### config.mk
export PLATFORM = sky130hd
export DESIGN_NAME = frac_sample_clk
export DESIGN_NICKNAME = d
export VERILOG_FILES = /design/src/rtl/fsc_pkg.sv /design/src/rtl/fsc_cfg_reg.sv /design/src/rtl/fsc_src_mux.sv /design/src/rtl/fsc_accum.sv /design/src/rtl/frac_sample_clk.sv
export SDC_FILE = /design/constraint.sdc
export NUM_CORES = 1
export LEC_CHECK = 0
export ABC_AREA = 1
export ABC_CLOCK_PERIOD_IN_PS = 12800
export CAP_MARGIN = 30
export CORE_ASPECT_RATIO = 1.5
export CORE_MARGIN = 5
export CORE_UTILIZATION = 50
export CTS_BUF_LIST = sky130_fd_sc_hd__clkbuf_4 sky130_fd_sc_hd__clkbuf_8 sky130_fd_sc_hd__clkbuf_16
export CTS_CLUSTER_SIZE = 24
export DETAILED_ROUTE_END_ITERATION = 8
export GPL_TIMING_DRIVEN = 0
export PLACE_DENSITY = 0.72
export RECOVER_POWER = 25
export SLEW_MARGIN = 5
export SYNTH_ARGS = -nofsm -noshare
export SYNTH_HDL_FRONTEND = slang
export SYNTH_SLANG_ARGS = --single-unit
### constraint.sdc
create_clock -name clk_i -period 12.8 [get_ports clk_i]
set_input_delay 1.92 -clock clk_i [delete_from_list [all_inputs] [get_ports clk_i]]
set_output_delay 1.92 -clock clk_i [all_outputs]
set_load 0.02 [all_outputs]
### src/rtl/fsc_pkg.sv
package fsc_pkg;
  localparam int SEL_W = 2;

  typedef enum logic [SEL_W-1:0] {
    SRC_FAM48 = 2'd0,
    SRC_FAM44 = 2'd1,
    SRC_RECOV = 2'd2,
    SRC_OFF   = 2'd3
  } fsc_src_e;

  typedef enum logic {
    REG_SRC   = 1'b0,
    REG_RATIO = 1'b1
  } fsc_reg_e;
endpackage

### src/rtl/fsc_cfg_reg.sv
module fsc_cfg_reg
  import fsc_pkg::*;
#(
  parameter int INC_W     = 16,
  parameter int GEN_IDX_W = 2,
  parameter int IDX       = 0,
  localparam int ACC_W    = INC_W + 1,
  localparam int WORD_W   = 2 * INC_W
) (
  input  logic                 clk_i,
  input  logic                 rst_ni,
  input  logic                 wr_en_i,
  input  logic [GEN_IDX_W-1:0] wr_gen_i,
  input  logic                 wr_reg_i,
  input  logic [WORD_W-1:0]    wr_data_i,
  output fsc_src_e             src_o,
  output logic [INC_W-1:0]     inc_o,
  output logic [ACC_W-1:0]     modinc_o,
  output logic                 clr_o
);
  localparam logic [GEN_IDX_W-1:0] MY_IDX = GEN_IDX_W'(IDX);

  fsc_src_e          src_q;
  logic [WORD_W-1:0] ratio_q;
  logic              hit;

  assign hit = wr_en_i && (wr_gen_i == MY_IDX);

  always_ff @(posedge clk_i or negedge rst_ni) begin
    if (!rst_ni) begin
      src_q   <= SRC_FAM48;
      ratio_q <= '0;
    end else if (hit) begin
      if (fsc_reg_e'(wr_reg_i) == REG_RATIO) ratio_q <= wr_data_i;
      else                                   src_q   <= fsc_src_e'(wr_data_i[SEL_W-1:0]);
    end
  end

  assign src_o    = src_q;
  assign inc_o    = ratio_q[INC_W-1:0];
  assign modinc_o = ACC_W'(ratio_q[WORD_W-1:INC_W]) + ACC_W'(1);
  assign clr_o    = hit && (fsc_reg_e'(wr_reg_i) == REG_RATIO);

  // writes aimed elsewhere leave this configuration untouched
  a_r10_cfg_isolated: assert property (@(posedge clk_i) disable iff (!rst_ni)
    (!hit) |=> ($stable(src_q) && $stable(ratio_q)));
endmodule

### src/rtl/fsc_src_mux.sv
module fsc_src_mux
  import fsc_pkg::*;
#(
  parameter int NUM_REF = 3
) (
  input  fsc_src_e           src_i,
  input  logic [NUM_REF-1:0] ref_tick_i,
  output logic               tick_o
);
  always_comb begin
    tick_o = 1'b0;
    for (int r = 0; r < NUM_REF; r++) begin
      if (int'(src_i) == r) tick_o = ref_tick_i[r];
    end
  end
endmodule

### src/rtl/fsc_accum.sv
module fsc_accum #(
  parameter int INC_W  = 16,
  localparam int ACC_W = INC_W + 1,
  localparam int SUM_W = INC_W + 2
) (
  input  logic             clk_i,
  input  logic             rst_ni,
  input  logic             tick_i,
  input  logic             clr_i,
  input  logic [INC_W-1:0] inc_i,
  input  logic [ACC_W-1:0] modinc_i,
  output logic             strobe_o
);
  logic [ACC_W-1:0] acc_q, inc_eff;
  logic [SUM_W-1:0] sum, rem;
  logic             wrap, strobe_q;

  always_comb begin
    inc_eff = ({1'b0, inc_i} > modinc_i) ? modinc_i : {1'b0, inc_i};
    sum     = {1'b0, acc_q} + {1'b0, inc_eff};
    wrap    = sum >= {1'b0, modinc_i};
    rem     = wrap ? (sum - {1'b0, modinc_i}) : sum;
  end

  always_ff @(posedge clk_i or negedge rst_ni) begin
    if (!rst_ni) begin
      acc_q    <= '0;
      strobe_q <= 1'b0;
    end else if (clr_i) begin
      acc_q    <= '0;
      strobe_q <= 1'b0;
    end else if (tick_i) begin
      acc_q    <= rem[ACC_W-1:0];
      strobe_q <= wrap;
    end else begin
      strobe_q <= 1'b0;
    end
  end

  assign strobe_o = strobe_q;

  a_r8_acc_below_mod: assert property (@(posedge clk_i) disable iff (!rst_ni)
    acc_q < modinc_i);
  a_r7_zero_step_idle: assert property (@(posedge clk_i) disable iff (!rst_ni)
    (inc_i == '0) |=> !strobe_q);
  a_r9_clear_wins: assert property (@(posedge clk_i) disable iff (!rst_ni)
    clr_i |=> (acc_q == '0 && !strobe_q));
  a_r6_strobe_after_tick: assert property (@(posedge clk_i) disable iff (!rst_ni)
    strobe_q |-> $past(tick_i));
endmodule

### src/rtl/frac_sample_clk.sv
module frac_sample_clk
  import fsc_pkg::*;
#(
  parameter int  NUM_GEN   = 3,
  parameter int  NUM_REF   = 3,
  parameter int  INC_W     = 16,
  localparam int GEN_IDX_W = (NUM_GEN > 1) ? $clog2(NUM_GEN + 1) : 1
) (
  input  logic                 clk_i,
  input  logic                 rst_ni,
  input  logic [NUM_REF-1:0]   ref_tick_i,
  input  logic                 wr_en_i,
  input  logic [GEN_IDX_W-1:0] wr_gen_i,
  input  logic                 wr_reg_i,
  input  logic [2*INC_W-1:0]   wr_data_i,
  output logic [NUM_GEN-1:0]   strobe_o
);
  localparam int ACC_W = INC_W + 1;

  for (genvar g = 0; g < NUM_GEN; g++) begin : g_gen
    fsc_src_e         src;
    logic [INC_W-1:0] inc;
    logic [ACC_W-1:0] modinc;
    logic             clr, tick;

    fsc_cfg_reg #(.INC_W(INC_W), .GEN_IDX_W(GEN_IDX_W), .IDX(g)) u_cfg (
      .clk_i, .rst_ni, .wr_en_i, .wr_gen_i, .wr_reg_i, .wr_data_i,
      .src_o(src), .inc_o(inc), .modinc_o(modinc), .clr_o(clr)
    );

    fsc_src_mux #(.NUM_REF(NUM_REF)) u_mux (
      .src_i(src), .ref_tick_i, .tick_o(tick)
    );

    fsc_accum #(.INC_W(INC_W)) u_acc (
      .clk_i, .rst_ni, .tick_i(tick), .clr_i(clr),
      .inc_i(inc), .modinc_i(modinc), .strobe_o(strobe_o[g])
    );

    a_r4_reserved_silent: assert property (@(posedge clk_i) disable iff (!rst_ni)
      (src == SRC_OFF) |=> !strobe_o[g]);
  end
endmodule

Word-level counts from Yosys, hierarchy flattened
Cells that the tools add are included.

storage, ports and cells
  logic and storage cells = 82
  input bits = 41
  output and inout bits = 3
  flip-flop bits (word level) = 156

cells by class
  add/subtract/negate cells = 9
  eq/ne operators = 8
  bitwise gates (word level) = 1
  reduce and logical (&&, ||, !) cells = 19
  muxes and demuxes = 27
  magnitude comparators = 6

operators with widths
  cell                   count
  $mux 17                12
  $add 17x17->18         3
  $ge 18x17->1           3
  $add 16x1->17 const B  3
  $gt 16x17->1           3
  $sub 17x17->17         3
  $mux 1                 15
  $eq 2x2->1 const B     7
  $reduce_and 2->1       6
  $logic_not 2->1        4
  $logic_and 1x1->1      6
  $reduce_bool 2->1      3
  $eq 2x1->1 const B     1
  $not 1->1              1

Longest topological paths before layout
Gate-level depths: netlist of the first run.

  word-level depth = 8
  mapped depth = 46
  depth with buffers taken out = 45

Hierarchy
From an unflattened synthesis of the first run, not the netlist that was laid out.

second synthesis, totals
  cell total of the unflattened synthesis = 2471
  area total of the unflattened synthesis = 15641.3 µm²

modules (own cells, without submodules)
  module                            seq. area each (µm²)  area an instance (µm²)  cells each  instances
  fsc_cfg_reg (g_gen[1].u_cfg ...)  850.8                 1754.2                  229         2
  fsc_accum (g_gen[2].u_acc)        450.4                 3447.1                  594         1
  fsc_accum (g_gen[1].u_acc)        450.4                 3433.3                  587         1
  fsc_accum (g_gen[0].u_acc)        450.4                 3415.8                  587         1
  fsc_cfg_reg (g_gen[0].u_cfg)      850.8                 1754.2                  227         1
  fsc_src_mux                       0.0                   27.5                    6           3

Worst setup path before layout of the first run
No wires, ideal clock.

  kind = register -> register
  from = register g_gen[2].u_cfg.ratio_q[18]
  to = register g_gen[2].u_acc.acc_q[12]
  data required time = 12.682 ns
  setup slack = 6.996 ns
  library setup time = 0.118 ns
  clock period less this slack = 5.804 ns
  arrival = 5.686 ns
  stages on the path, launching flop included = 36
  cell sequence = dfrtp_1 > nand2_1 > nor2_2 > nand3_1 > nor2_1 > nand3_1 > or4_1 > xnor2_1 > inv_1 > ha_1 > nand2_1 > nor4_1 > nand4_1 > clkbuf_1 > nand3_1 > nand2_1 > ha_1 > fa_1 > a21oi_1 > o21bai_1 > xor2_1 > inv_1 > ha_1 > nand2_1 > nor2_1 > a211oi_1 > o21ai_0 > nand4_1 > nand3_1 > nand2_1 > nand2_1 > nand2_4 > buf_2 > nand3_1 > nand3_1 > nand2_1

between the ends
  longest elaborated chain between the ends = 8
  elaborated cells on any way between the ends = 9
  classes of those cells = add/sub: 3; order compare: 2; mux: 4

RTL lines
  element                                         RTL line                          RTL
  start, declared                                 fsc_cfg_reg.sv:24                 logic [WORD_W-1:0] ratio_q;
  start signal, assigned                          fsc_cfg_reg.sv:34                 if (fsc_reg_e'(wr_reg_i) == REG_RATIO) ratio_q <= wr_data_i;
  $add 16x1->17 (*)                               fsc_cfg_reg.sv:41                 assign modinc_o = ACC_W'(ratio_q[WORD_W-1:INC_W]) + ACC_W'(1);
  $gt 16x17->1                                    fsc_accum.sv:19                   inc_eff = ({1'b0, inc_i} > modinc_i) ? modinc_i : {1'b0, inc_i};
  $mux 17                                         fsc_accum.sv:19
  $add 17x17->18                                  fsc_accum.sv:20                   sum = {1'b0, acc_q} + {1'b0, inc_eff};
  $sub 17x17->17 or $ge 18x17->1 (tied branches)  fsc_accum.sv:22, fsc_accum.sv:21
  $mux 17 (*)                                     fsc_accum.sv:22                   rem = wrap ? (sum - {1'b0, modinc_i}) : sum;
  $mux 17 (*)                                     fsc_accum.sv:32                   end else if (tick_i) begin
  $mux 17 (*)                                     fsc_accum.sv:29                   end else if (clr_i) begin
  end signal, assigned                            fsc_accum.sv:33                   acc_q <= rem[ACC_W-1:0];
  end, declared                                   fsc_accum.sv:14                   logic [ACC_W-1:0] acc_q, inc_eff;

Mark *: on every way between the ends. The rest lies on a longest branch, timed or not. The select of a mux whose other input is x is not followed.
A chain may end at the register's enable or synchronous reset.

Worst setup path after layout of the first run
  from = register g_gen[2].u_cfg.ratio_q[16]
  to = register g_gen[2].u_acc.acc_q[11]

The elaborated chain is that of the path after synthesis.

==> run summary, run 1 <==
In this run, synthesis inferred 0 flip-flops with an integrated enable. The worst-path maximum fanout came out at 10. The run finished, with violations left. After synthesis, the cell types taking the most area are sky130_fd_sc_hd__dfrtp_1, sky130_fd_sc_hd__nand2_1, sky130_fd_sc_hd__ha_1, sky130_fd_sc_hd__nand3_1, sky130_fd_sc_hd__inv_1.

The core region is 0.02778 sq mm. The number of nets in the layout came out at 2,223. The tool flagged a number of max-cap violations equal to 1.

The timing-limited maximum frequency came out at 0.1341 GHz. The synthesized netlist occupies a cell area of 0.01394 sq mm. Setup repair after global routing left no endpoint under its margin. The routed wire length per instance came out at 17.45 microns. For this run, design rule violations remaining after detail routing come to 0. CTS saw 156 sinks. The prevailing post-synth register cell is sky130_fd_sc_hd__dfrtp_1. The diode insertion count for antenna repair is 0. The type of origin of the critical path is a flop. The largest individual stage delay along the critical path comes from the cell sky130_fd_sc_hd__fa_1. The part of the Yosys area used for sequential elements is 28.00%.

The relative area change from synthesis to final layout came out at 10.74%. The top-area cell type share of the netlist area came out at 28.00%. The number of antenna-violating nets in the routed design came out at 0. The number of placement rows is 75.

The final setup violation count came out at 0. The largest clock skew in the final design came out at 0.01316 ns. In this run the horizontal extent of the chip is 146.3 microns. The number of register bits inferred by synthesis came out at 156. The H-tree was split into 4 levels. The slew at the pin closest to its max-slew limit is 2.748 ns. Of all cell types, the one taking the most synthesized area is sky130_fd_sc_hd__dfrtp_1. Across all hold checks on the routed design, the worst slack comes to 0.4905 ns. The number of global-route vias before repair came out at 13,460. The number of hold buffers added after CTS was 0.

The count of input and output buffers is 42. The detailed router's first-iteration violation count came out at 765. The die area is 0.03139 sq mm. The combined global-route utilization of all metal layers is 26.46%. The number of hold violations in the final report is 0. The post-CTS setup buffer count is 0.

The final standard cell count with taps included and fillers excluded came out at 2,388. The clock period minus final worst setup slack is 7.456 ns. No sink is reached through more buffers than the 2 on the longest clock path. In the finished design, the share of the clock period the worst path needs comes to 58.25%. The warning count from the yosys run came out at 0. The height of the die came out at 214.5 microns. The nature of the critical path endpoint is a flop.

The post-synthesis area per instance is 7.102 sq um. The number of antenna violations at the first check in global routing came out at 0. The number of cells in the design after placement is 2,355. Entering global routing, the biggest net connects 115 pins.

The total clock buffers created by CTS came out at 17. The share of async-settable or async-resettable flops after synthesis is 100.0%. The delay of the slowest cell on the worst path came out at 0.49 ns. The number of inserted filler cells in the final layout came out at 2,684. The classification of the worst setup path is reg2reg.

The post-CTS resize count is 0. The source-to-sink clock delay at the later pin of the worst-skew pair is 0.46 ns. Data arrives at the worst endpoint at 7.79 ns. Headroom to the max-slew limit came out at -83.23%. The number of different library cells in the post-synthesis netlist came out at 53. The I/O pin count is 44. The via count came out at 13,460. The half-perimeter wire length of the detailed placement result is 33,920 microns. The total routed wirelength came out at 41,660 microns.

The initial standard-cell utilization of the core is 50.19%. TritonCTS built the clock tree. The first global-routing pass estimated 66,590 microns of wire. After detailed routing, the number of vias per cell comes to 5.638.

The cell sitting at the root of the clock tree is a sky130_fd_sc_hd__clkbuf_16. Summed over all layers, the global routing overflow is 0. The final reports fail on max-capacitance violations, max-slew violations. The number of pins with negative max-slew slack in the final report came to 43. The placer's final routability congestion estimate is 0.9647. The dominant cell by count in the synthesized netlist is sky130_fd_sc_hd__nand2_1. The synthesized instance count came out at 1,963. The first TritonRoute pass finished after 6 iterations. In the synthesized netlist, the cells that appear most often are sky130_fd_sc_hd__nand2_1, sky130_fd_sc_hd__inv_1, sky130_fd_sc_hd__nand3_1, sky130_fd_sc_hd__dfrtp_1, sky130_fd_sc_hd__ha_1.

The clock transition at the registers of the reported paths came out at 0.07 ns. The final design utilization is 55.58%. The classification of the worst-slack hold path is reg2reg. The post-route setup TNS is 0 ns. The data required time at the worst endpoint is 13.14 ns. The fraction of final layout cells sized beyond drive strength 1 is 5.142%.
## per-layer routing
metal / GRT usage (%) / part of all wire, % / wire, microns
met1: 26.94 / 36 / 15150
met4: 17.04 / 6.8 / 2850
met3: 3.467 / 3.6 / 1519
met2: 49.99 / 53 / 22150
met5: 0 / 0 / 0
## critical path: cells and delay by family (launching register included)
kind | cells | cell delay, ns
XOR/XNOR | 2 | 0.49
AO/OA/AOI/OAI | 4 | 0.92
buffers and inverters | 5 | 0.96
AND/OR/NAND/NOR | 20 | 3.23
adder cells (fa/ha/maj) | 4 | 1.34
flip-flops | 1 | 0.38
## placed cells by master, fill, tap and decap left out, drive strengths merged, types with 41 or more instances in the layout
cell	instances
nand2	569
inv	218
nand3	174
o21ai	174
dfrtp	156
ha	147
a21oi	106
nor2	102
xor2	76
nand4	52
clkbuf	48
clkdlybuf4s50	41
## final timing paths
kind / from / endpoint / slack [ns] / cells after the start
min in group asynchronous: rst_ni / g_gen[2].u_acc.strobe_o / 2.33 / 1
max in group asynchronous: rst_ni / g_gen[0].u_cfg.ratio_q[10] / 8.89 / 1
worst min register to register: g_gen[0].u_acc.acc_q[14] / g_gen[0].u_acc.acc_q[14] / 0.49 / 2
worst min-delay path: g_gen[0].u_acc.acc_q[14] / g_gen[0].u_acc.acc_q[14] / 0.49 / 2
worst max register to register: g_gen[2].u_cfg.ratio_q[16] / g_gen[2].u_acc.acc_q[11] / 5.34 / 35
worst max-delay path: g_gen[2].u_cfg.ratio_q[16] / g_gen[2].u_acc.acc_q[11] / 5.34 / 35
## final cells by class
type / count / area [sq um] / share of cell area (%)
buffer: 52 / 281.5 / 1.823
clock buffer: 18 / 432.9 / 2.804
clock inverter: 14 / 167.7 / 1.086
inverter: 210 / 788.3 / 5.106
multi-input combinational: 1547 / 8975 / 58.13
sequential: 156 / 3904 / 25.29
tap: 346 / 432.9 / 2.804
timing repair buffer: 45 / 456.7 / 2.958
## stage by stage
stage          area, sq um  setup WS, ns
2_1_floorplan        13950         6.996
3_3_place_gp         14800         3.149
3_5_place_dp         14840         5.464
4_1_cts              15440         5.344
5_1_grt              15440         4.680
6_report             15440         5.344
## cell families after synthesis
| family | count (synthesis) | share of synthesized area, % |
|---|---|---|
| adder cells (fa/ha/maj) | 153 | 14.05 |
| buffers and inverters | 262 | 7.674 |
| other | 1 | 0.02690 |
| XOR/XNOR | 115 | 7.225 |
| AO/OA/AOI/OAI | 329 | 13.19 |
| AND/OR/NAND/NOR | 947 | 29.82 |
| flip-flops | 156 | 28.00 |
## state kept, by name, indices dropped and copies added, names as in the netlist
| register | cells |
|---|---|
| g_gen.u_acc.acc_q | 51 |
| g_gen.u_acc.strobe_o | 3 |
| g_gen.u_cfg.ratio_q | 96 |
| g_gen.u_cfg.src_o | 6 |
Power of run 1 is not shown: default switching activity piles up to over one toggle a cycle in this logic, so the estimate is an artifact.
==> inputs of run 2 (changes only) <==
--- a/config.mk
+++ b/config.mk
@@ -6,7 +6,7 @@
 export NUM_CORES = 1
 export LEC_CHECK = 0
 export ABC_AREA = 1
-export ABC_CLOCK_PERIOD_IN_PS = 12800
+export ABC_CLOCK_PERIOD_IN_PS = 7800
 export CAP_MARGIN = 30
 export CORE_ASPECT_RATIO = 1.5
 export CORE_MARGIN = 5
==> constraint.sdc (replaced) <==
create_clock -name clk_i -period 7.8 [get_ports clk_i]
set_input_delay 1.17 -clock clk_i [delete_from_list [all_inputs] [get_ports clk_i]]
set_output_delay 1.17 -clock clk_i [all_outputs]
set_load 0.02 [all_outputs]
==> run summary, run 2 (same netlist as run 1, synthesis figures left out) <==
The run finished, with violations left. The checks that failed: max-capacitance violations, max-slew violations. The overall overflow remaining after global route came out at 0 (unchanged). The H-tree depth came out at 4 (unchanged).

The post-route setup TNS was 0 ns (unchanged). The data required time at the worst endpoint is 8.19 ns (-4.95 ns). The I/O pin count came to 44 (unchanged). The largest clock skew in the final design came to 0.01198 ns (-0.001185 ns). The data arrival time of the critical path came out at 7.63 ns (-0.16 ns).

The routed wire length per instance came out at 17.47 microns (+0.15%). The register name with the most flops is g_gen.u_cfg.ratio_q. TritonCTS built the clock tree.

The placer's final routability congestion estimate is 0.9647 (unchanged). The number of cells in the design after placement came out at 2,355 (unchanged). The critical path startpoint is g_gen[1].u_cfg.ratio_q[16]. The source of the worst hold timing path is g_gen[0].u_acc.acc_q[14]. The average via count per standard cell is 5.618 (-0.37%). The slew at the pin closest to its max-slew limit is 2.845 ns (+0.09605 ns). The via count came to 13,430 (-0.28%). The total routed wirelength is 41,760 microns (+0.23%).

CTS placed an instance of sky130_fd_sc_hd__clkbuf_16 at the clock tree root. The logic depth of the worst register-to-register path came out at 36 (+2.9%). The diode insertion count for antenna repair is 0 (unchanged).

The worst register-to-register path ends at g_gen[1].u_acc.acc_q[15]. The die width is 146.3 microns (unchanged). The initial standard-cell utilization of the core came out at 50.19% (unchanged). The half-perimeter wire length of the detailed placement result came to 33,920 microns (unchanged). The flip-flop count of the largest register after layout came to 96 (unchanged).

The worst register-to-register path begins at g_gen[1].u_cfg.ratio_q[16]. The detailed router's first-iteration violation count is 845 (+10%). The count of input and output buffers is 42 (unchanged). The number of antenna violations at the first check in global routing came out at 0 (unchanged). The core footprint was 0.02778 sq mm (unchanged). The number of remaining DRC errors is 0 (unchanged). The die area came to 0.03139 sq mm (unchanged). The type of origin of the critical path is a flop. The worst-path maximum fanout came out at 10 (unchanged). The total clock sinks came to 156 (unchanged).

Among the stages of the critical path, the cell type that occurs most often is sky130_fd_sc_hd__nand2_1. The number of inserted filler cells in the final layout is 2,676 (-0.30%). The combined global-route utilization of all metal layers came out at 26.46% (unchanged). The relative max-transition margin was -89.64% (-6.4 points). The total clock buffers created by CTS is 17 (unchanged). The number of maximum-capacitance violations came to 2 (+1). The final design utilization was 55.69% (+0.11 points). Leaving out fill and tap cells, the most frequent cell in the layout is sky130_fd_sc_hd__nand2_1. The pin count of the biggest net entering global routing came out at 115 (unchanged). The clock transition at the registers of the reported paths was 0.07 ns (about the same). Setup repair after global routing left no endpoint under its margin.

The first-pass GRT wire length came out at 66,590 microns (unchanged). The delay of the slowest cell on the worst path came to 0.52 ns (+0.03 ns). The number of buffers between clock root and the deepest sink is 2 (unchanged). The final setup violation count is 0 (unchanged).

The cell with the biggest individual delay on the critical path is sky130_fd_sc_hd__nor4_1. The worst hold path terminates at g_gen[0].u_acc.acc_q[14]. The number of buffers inserted by hold repair at cts is 0 (unchanged).

The slack of the worst reg-to-reg path came out at 0.55 ns (-4.79 ns). The number of hold violations in the final report came out at 0 (unchanged). The final standard cell count with taps included and fillers excluded is 2,390 (+0.084%). The fraction of final layout cells sized beyond drive strength 1 came out at 5.479% (+0.34 points). The number of pins with negative max-slew slack in the final report is 159 (+270%).

The number of nets in the layout was 2,225 (+0.090%). The number of antenna-violating nets in the routed design is 0 (unchanged). The worst setup path is of the reg2reg kind. In this run the worst hold path is classified as reg2reg. The number of detailed-routing iterations run before antenna repair is 5 (-1). The height of the die came to 214.5 microns (unchanged). The number of placement rows is 75 (unchanged). The source-to-sink clock delay at the later pin of the worst-skew pair came out at 0.46 ns (about the same). The relative area change from synthesis to final layout is 10.96%. The worst hold path cell count is 2 (unchanged). STA classifies the critical path endpoint as a flop.

The timing-limited maximum frequency is 0.1380 GHz (+2.9%). The library cells used most frequently in the layout, excluding fill and tap cells, are sky130_fd_sc_hd__nand2_1, sky130_fd_sc_hd__inv_1, sky130_fd_sc_hd__nand3_1, sky130_fd_sc_hd__dfrtp_1, sky130_fd_sc_hd__ha_1. The share of the cycle needed by the critical path after routing is 92.89% (+35 points). The clock period minus final worst setup slack is 7.246 ns (-0.2108 ns). The number of global-route vias before repair came out at 13,460 (unchanged).
run 2: timing repair:
action / CTS / global route
setup endpoints to repair: 0 / 36
gates resized for setup: 0 / 8
buffers inserted: 0 / 2
run 2: cell type report:
| cell class | instances | area, sq um | share of cell area, % |
|---|---|---|---|
| inverters | 210 | 788.3 | 5.096 |
| multi-input cells | 1547 | 9012 | 58.26 |
| plain buffers | 52 | 281.5 | 1.820 |
| clock inverters | 14 | 167.7 | 1.084 |
| repair buffers | 47 | 449.2 | 2.904 |
| clock buffers | 18 | 432.9 | 2.799 |
| well taps | 346 | 432.9 | 2.799 |
| flip-flops and latches | 156 | 3904 | 25.24 |
run 2: metal layers:
metal,wire (microns),global-route usage [%],vias to the layer above
met2,22200,49.99,338
met5,0,0,-
met1,15210,26.94,6278
li1,-,-,6674
met4,2816,17.04,0
met3,1534,3.467,136
run 2: critical path, delay by kind of cell, from the launching register on:
family / cells / cell delay [ns]
and+or+nand+nor: 23 / 3.78
adders and majority gates: 4 / 1.35
AOI/OAI and AO/OA: 4 / 0.59
xor gates and xnor gates: 2 / 0.54
buffers and inverters: 3 / 0.47
DFF: 1 / 0.43
run 2: worst max path at each step:
stage	end	slack (ns)	cells after the start
6_report	g_gen[1].u_acc.acc_q[15]	0.55	36
3_5_place_dp	g_gen[2].u_acc.acc_q[9]	0.46	35
5_1_grt	g_gen[1].u_acc.acc_q[15]	0.005	43
2_1_floorplan	g_gen[2].u_acc.acc_q[12]	2.00	35
3_3_place_gp	g_gen[1].u_acc.acc_q[2]	-1.10	1
4_1_cts	g_gen[2].u_acc.acc_q[11]	0.34	35
run 2: through the flow:
| step | setup WS (ns) | cell area [sq um] | hold WS [ns] |
|---|---|---|---|
| floorplan | 1.996 | 13950 | 0.4555 |
| global placement | -1.101 | 14800 | 0.4699 |
| detailed placement | 0.4642 | 14840 | 0.4768 |
| CTS | 0.3439 | 15440 | 0.4948 |
| global route | 0.004861 | 15470 | 0.5179 |
| finish | 0.5543 | 15470 | 0.4904 |
Power of run 2 is left out for the same reason.
==> inputs of run 3 (changes only) <==
--- a/config.mk
+++ b/config.mk
@@ -6,7 +6,7 @@
 export NUM_CORES = 1
 export LEC_CHECK = 0
 export ABC_AREA = 1
-export ABC_CLOCK_PERIOD_IN_PS = 7800
+export ABC_CLOCK_PERIOD_IN_PS = 7700
 export CAP_MARGIN = 30
 export CORE_ASPECT_RATIO = 1.5
 export CORE_MARGIN = 5
@@ -20,4 +20,5 @@
 export SLEW_MARGIN = 5
 export SYNTH_ARGS = -nofsm -noshare
 export SYNTH_HDL_FRONTEND = slang
+export SYNTH_HIERARCHICAL = 1
 export SYNTH_SLANG_ARGS = --single-unit
==> constraint.sdc (replaced) <==
create_clock -name clk_i -period 7.7 [get_ports clk_i]
set_input_delay 1.155 -clock clk_i [delete_from_list [all_inputs] [get_ports clk_i]]
set_output_delay 1.155 -clock clk_i [all_outputs]
set_load 0.02 [all_outputs]
==> run summary, run 3 <==
The run finished, with violations left. The final reports fail on max-capacitance violations, max-slew violations. The total clock sinks came out at 156 (unchanged). The setup slack after placement came out at 1.216 ns (+0.7515 ns). The most used flip-flop cell after synthesis is sky130_fd_sc_hd__dfrtp_1. The library cell used most frequently in the layout, excluding fill and tap cells, is sky130_fd_sc_hd__nand2_1. The fraction of the mapped netlist area in simple logic gates is 37.35% (+7.5 points).

The worst register-to-register path ends at g_gen[0].u_acc/acc_q[0]. By area the synthesized netlist is led by sky130_fd_sc_hd__dfrtp_1, sky130_fd_sc_hd__nand2_1, sky130_fd_sc_hd__ha_1, sky130_fd_sc_hd__inv_1, sky130_fd_sc_hd__nand3_1. The total routed wirelength is 48,240 microns (+16%). The delay of the slowest cell on the worst path came out at 0.45 ns (-0.07 ns). The synthesized cell area was 0.01564 sq mm (+12%). The pin count of the biggest net entering global routing came out at 102 (-11%).

The top-area cell type share of the netlist area came out at 24.96% (-3.0 points). TritonCTS built the clock tree. In the layout the commonest cells are sky130_fd_sc_hd__nand2_1, sky130_fd_sc_hd__inv_1, sky130_fd_sc_hd__nand3_1, sky130_fd_sc_hd__ha_1, sky130_fd_sc_hd__dfrtp_1. The via count is 15,720 (+17%).

The number of antenna violations at the first check in global routing is 0 (unchanged). The critical path endpoint is g_gen[0].u_acc/acc_q[0]. The post-synthesis area per instance was 6.330 sq um (-11%). The number of register bits inferred by synthesis is 156 (unchanged). The I/O pin count came to 44 (unchanged).

The number of nets in the layout was 2,737 (+23%). The number of detailed-routing iterations run before antenna repair came to 5 (unchanged). The storage element area came out at 0.003904 sq mm (unchanged). The number of flops mapped to enable cells by yosys is 0 (unchanged).

The half-perimeter wire length of the detailed placement result came out at 39,880 microns (+18%). The height of the die is 226.6 microns (+5.6%). The die area is 0.03499 sq mm (+11%). The worst hold slack across all endpoints is 0.4856 ns (-0.004864 ns).

Among the stages of the critical path, the cell type that occurs most often is sky130_fd_sc_hd__nand2_1. The post-CTS resize count came to 0 (unchanged). The fraction of final layout cells sized beyond drive strength 1 is 5.693% (+0.21 points).

The largest clock skew in the final design is 0.009201 ns (-0.002777 ns). The flip-flop count of the largest register after layout came out at 96 (unchanged). The detailed router's first-iteration violation count came out at 1,040 (+23%).

The synthesized-area fraction occupied by ao, oa, aoi and oai cells came out at 8.367% (-4.8 points). The data arrival time of the critical path is 6.91 ns (-0.72 ns). The source-to-sink clock delay at the later pin of the worst-skew pair is 0.45 ns (about the same). The relative max-transition margin came to -106.3% (-17 points). The synthesized instance count came out at 2,471 (+26%). The number of placement rows is 79 (+5.3%). The number of global-route vias before repair is 15,800 (+17%). The final setup violation count came out at 0 (unchanged). The core footprint is 0.03094 sq mm (+11%).

The root buffer cell chosen for the clock tree is sky130_fd_sc_hd__clkbuf_16. The average via count per standard cell came to 5.325 (-5.2%). The fraction of the mapped netlist area in adder cells is 13.25% (-0.81 points). The multi-input logic area came out at 0.009864 sq mm (+9.5%). The number of hold violations in the final report is 0 (unchanged). The type of origin of the critical path is a flop. The clock period minus final worst setup slack is 6.566 ns (-0.6795 ns). The library cell occupying the most area in the post-synthesis netlist is sky130_fd_sc_hd__dfrtp_1. The worst-path maximum fanout is 10 (unchanged). The worst setup path is captured at a flop. The part of the Yosys area used for sequential elements came out at 24.96% (-3.0 points). The number of different library cells in the post-synthesis netlist is 36 (-32%). The number of buffers between clock root and the deepest sink is 2 (unchanged). The die width is 154.4 microns (+5.5%).

The warning count from the yosys run came out at 6 (+6). By area, the combinational part of the netlist is dominated by simple AND/OR/NAND/NOR gates. The relative area change from synthesis to final layout came out at 9.767%.

Ranked by instance count, the synthesized netlist is headed by sky130_fd_sc_hd__nand2_1, sky130_fd_sc_hd__inv_1, sky130_fd_sc_hd__nand3_1, sky130_fd_sc_hd__dfrtp_1, sky130_fd_sc_hd__ha_1. The dominant cell by count in the synthesized netlist is sky130_fd_sc_hd__nand2_1. The H-tree depth came out at 4 (unchanged). The final design utilization is 55.49% (-0.20 points). The overall overflow remaining after global route is 0 (unchanged). The initial standard-cell utilization of the core came out at 50.56% (+0.37 points). The data required time at the worst endpoint was 8.04 ns (-0.15 ns). The placer's final routability congestion estimate is 0.9570 (-0.80%). The diode insertion count for antenna repair was 0 (unchanged). The slack of the worst reg-to-reg path came out at 1.13 ns (+0.58 ns). The register name with the most flops is g_gen.u_cfg/ratio_q. The post-CTS setup buffer count was 0 (unchanged).

Setup repair after global routing left no endpoint under its margin. The clock transition at the registers of the reported paths came out at 0.07 ns (about the same). The number of maximum-capacitance violations was 2 (unchanged). The critical path startpoint is g_gen[0].u_cfg/ratio_q[17]. The total nets after synthesis is 2,674. The share of async-settable or async-resettable flops after synthesis is 100.0% (unchanged).

The routed wire length per instance came to 16.34 microns (-6.5%). The critical path is of the reg2reg type. The slew at the pin closest to its max-slew limit came out at 3.095 ns (+0.2503 ns). The number of inserted filler cells in the final layout is 3,209 (+20%). The total clock buffers created by CTS is 17 (unchanged). The number of remaining DRC errors came out at 0 (unchanged). The final worst-path setup slack came out at 1.134 ns (+0.5795 ns). The number of pins with negative max-slew slack in the final report is 159 (unchanged). The cell with the biggest individual delay on the critical path is sky130_fd_sc_hd__fa_1.

The timing-limited maximum frequency is 0.1523 GHz (+10%). The first-pass GRT wire length is 77,810 microns (+17%). The number of buffers inserted by hold repair at cts is 0 (unchanged). The multiplexer area fraction after synthesis came out at 0% (unchanged). The count of input and output buffers came out at 43 (+2.4%). The number of cells in the design after placement is 2,920 (+24%). The final standard cell count with taps included and fillers excluded is 2,952 (+24%). In this run the worst hold path is classified as reg2reg. The startpoint of the most critical register-to-register path is g_gen[0].u_cfg/ratio_q[17].

The combined global-route utilization of all metal layers came to 28.07% (+1.6 points). The share of the cycle needed by the critical path after routing is 85.28% (-7.6 points). The logic depth of the worst register-to-register path is 41 (+14%). The number of antenna-violating nets in the routed design is 0 (unchanged).

The post-synthesis share of cell area spent on xor and xnor gates is 4.032% (-3.2 points).
==> run 3: cell count changes after synthesis, sizes merged, moves of 31 or more <==
cell | previous run | this run
nand2 | 569 | 1004
inv | 208 | 336
o21ai | 174 | 114
buf | 24 | 73
nor2 | 102 | 136
nand4 | 52 | 19
xor2 | 76 | 45
==> run 3: routing by layer <==
metal	GRT usage (%)	vias up	part of all wire, %
li1	-	7887	-
met1	29.30	7309	38
met2	52.50	365	52
met3	3.170	159	3.3
met4	18.70	0	7.2
met5	0	-	0
==> run 3: cells by family (layout without fill, tap and decap cells) <==
group | Yosys count | in the layout
AO/OA/AOI/OAI | 240 | 240
XOR/XNOR | 72 | 72
adder cells (fa/ha/maj) | 162 | 162
buffers and inverters | 426 | 502
flip-flops | 156 | 156
other | 3 | 3
AND/OR/NAND/NOR | 1412 | 1412
==> run 3: layout make-up <==
type,count,share of cell area [%]
multi-input cells,1889,57.46
flip-flops and latches,156,22.74
inverters,336,7.346
plain buffers,90,3.564
well taps,405,2.951
clock buffers,18,2.521
repair buffers,44,2.500
clock inverters,14,0.9255
==> run 3: metrics by stage <==
| stage | setup TNS, ns | cell area, sq um |
|---|---|---|
| 6_report | 0 | 17170 |
| 5_1_grt | 0 | 17170 |
| 4_1_cts | 0 | 17200 |
| 3_5_place_dp | 0 | 16610 |
| 3_3_place_gp | -189.31 | 16580 |
| 2_1_floorplan | 0 | 15640 |
==> run 3: worst min path at each step <==
stage                                     from                         end  cells after the start
finish              g_gen[1].u_cfg/ratio_q[14]  g_gen[1].u_cfg/ratio_q[14]                      2
detailed placement   g_gen[0].u_cfg/ratio_q[9]   g_gen[0].u_cfg/ratio_q[9]                      2
global placement    g_gen[0].u_cfg/ratio_q[10]  g_gen[0].u_cfg/ratio_q[10]                      2
global route        g_gen[0].u_cfg/ratio_q[14]  g_gen[0].u_cfg/ratio_q[14]                      2
floorplan           g_gen[0].u_cfg/ratio_q[10]  g_gen[0].u_cfg/ratio_q[10]                      2
CTS                  g_gen[2].u_cfg/ratio_q[6]   g_gen[2].u_cfg/ratio_q[6]                      2
==> run 3: worst max-delay path: cells and delay by family, from the launching register on <==
| kind | cells | cell delay, ns |
|---|---|---|
| compound gates | 3 | 0.38 |
| simple gates | 26 | 2.97 |
| xor+xnor | 1 | 0.15 |
| buf+inv | 6 | 0.90 |
| fa+ha+maj | 5 | 1.58 |
| flops | 1 | 0.42 |
Power of run 3 is left out for the same reason.
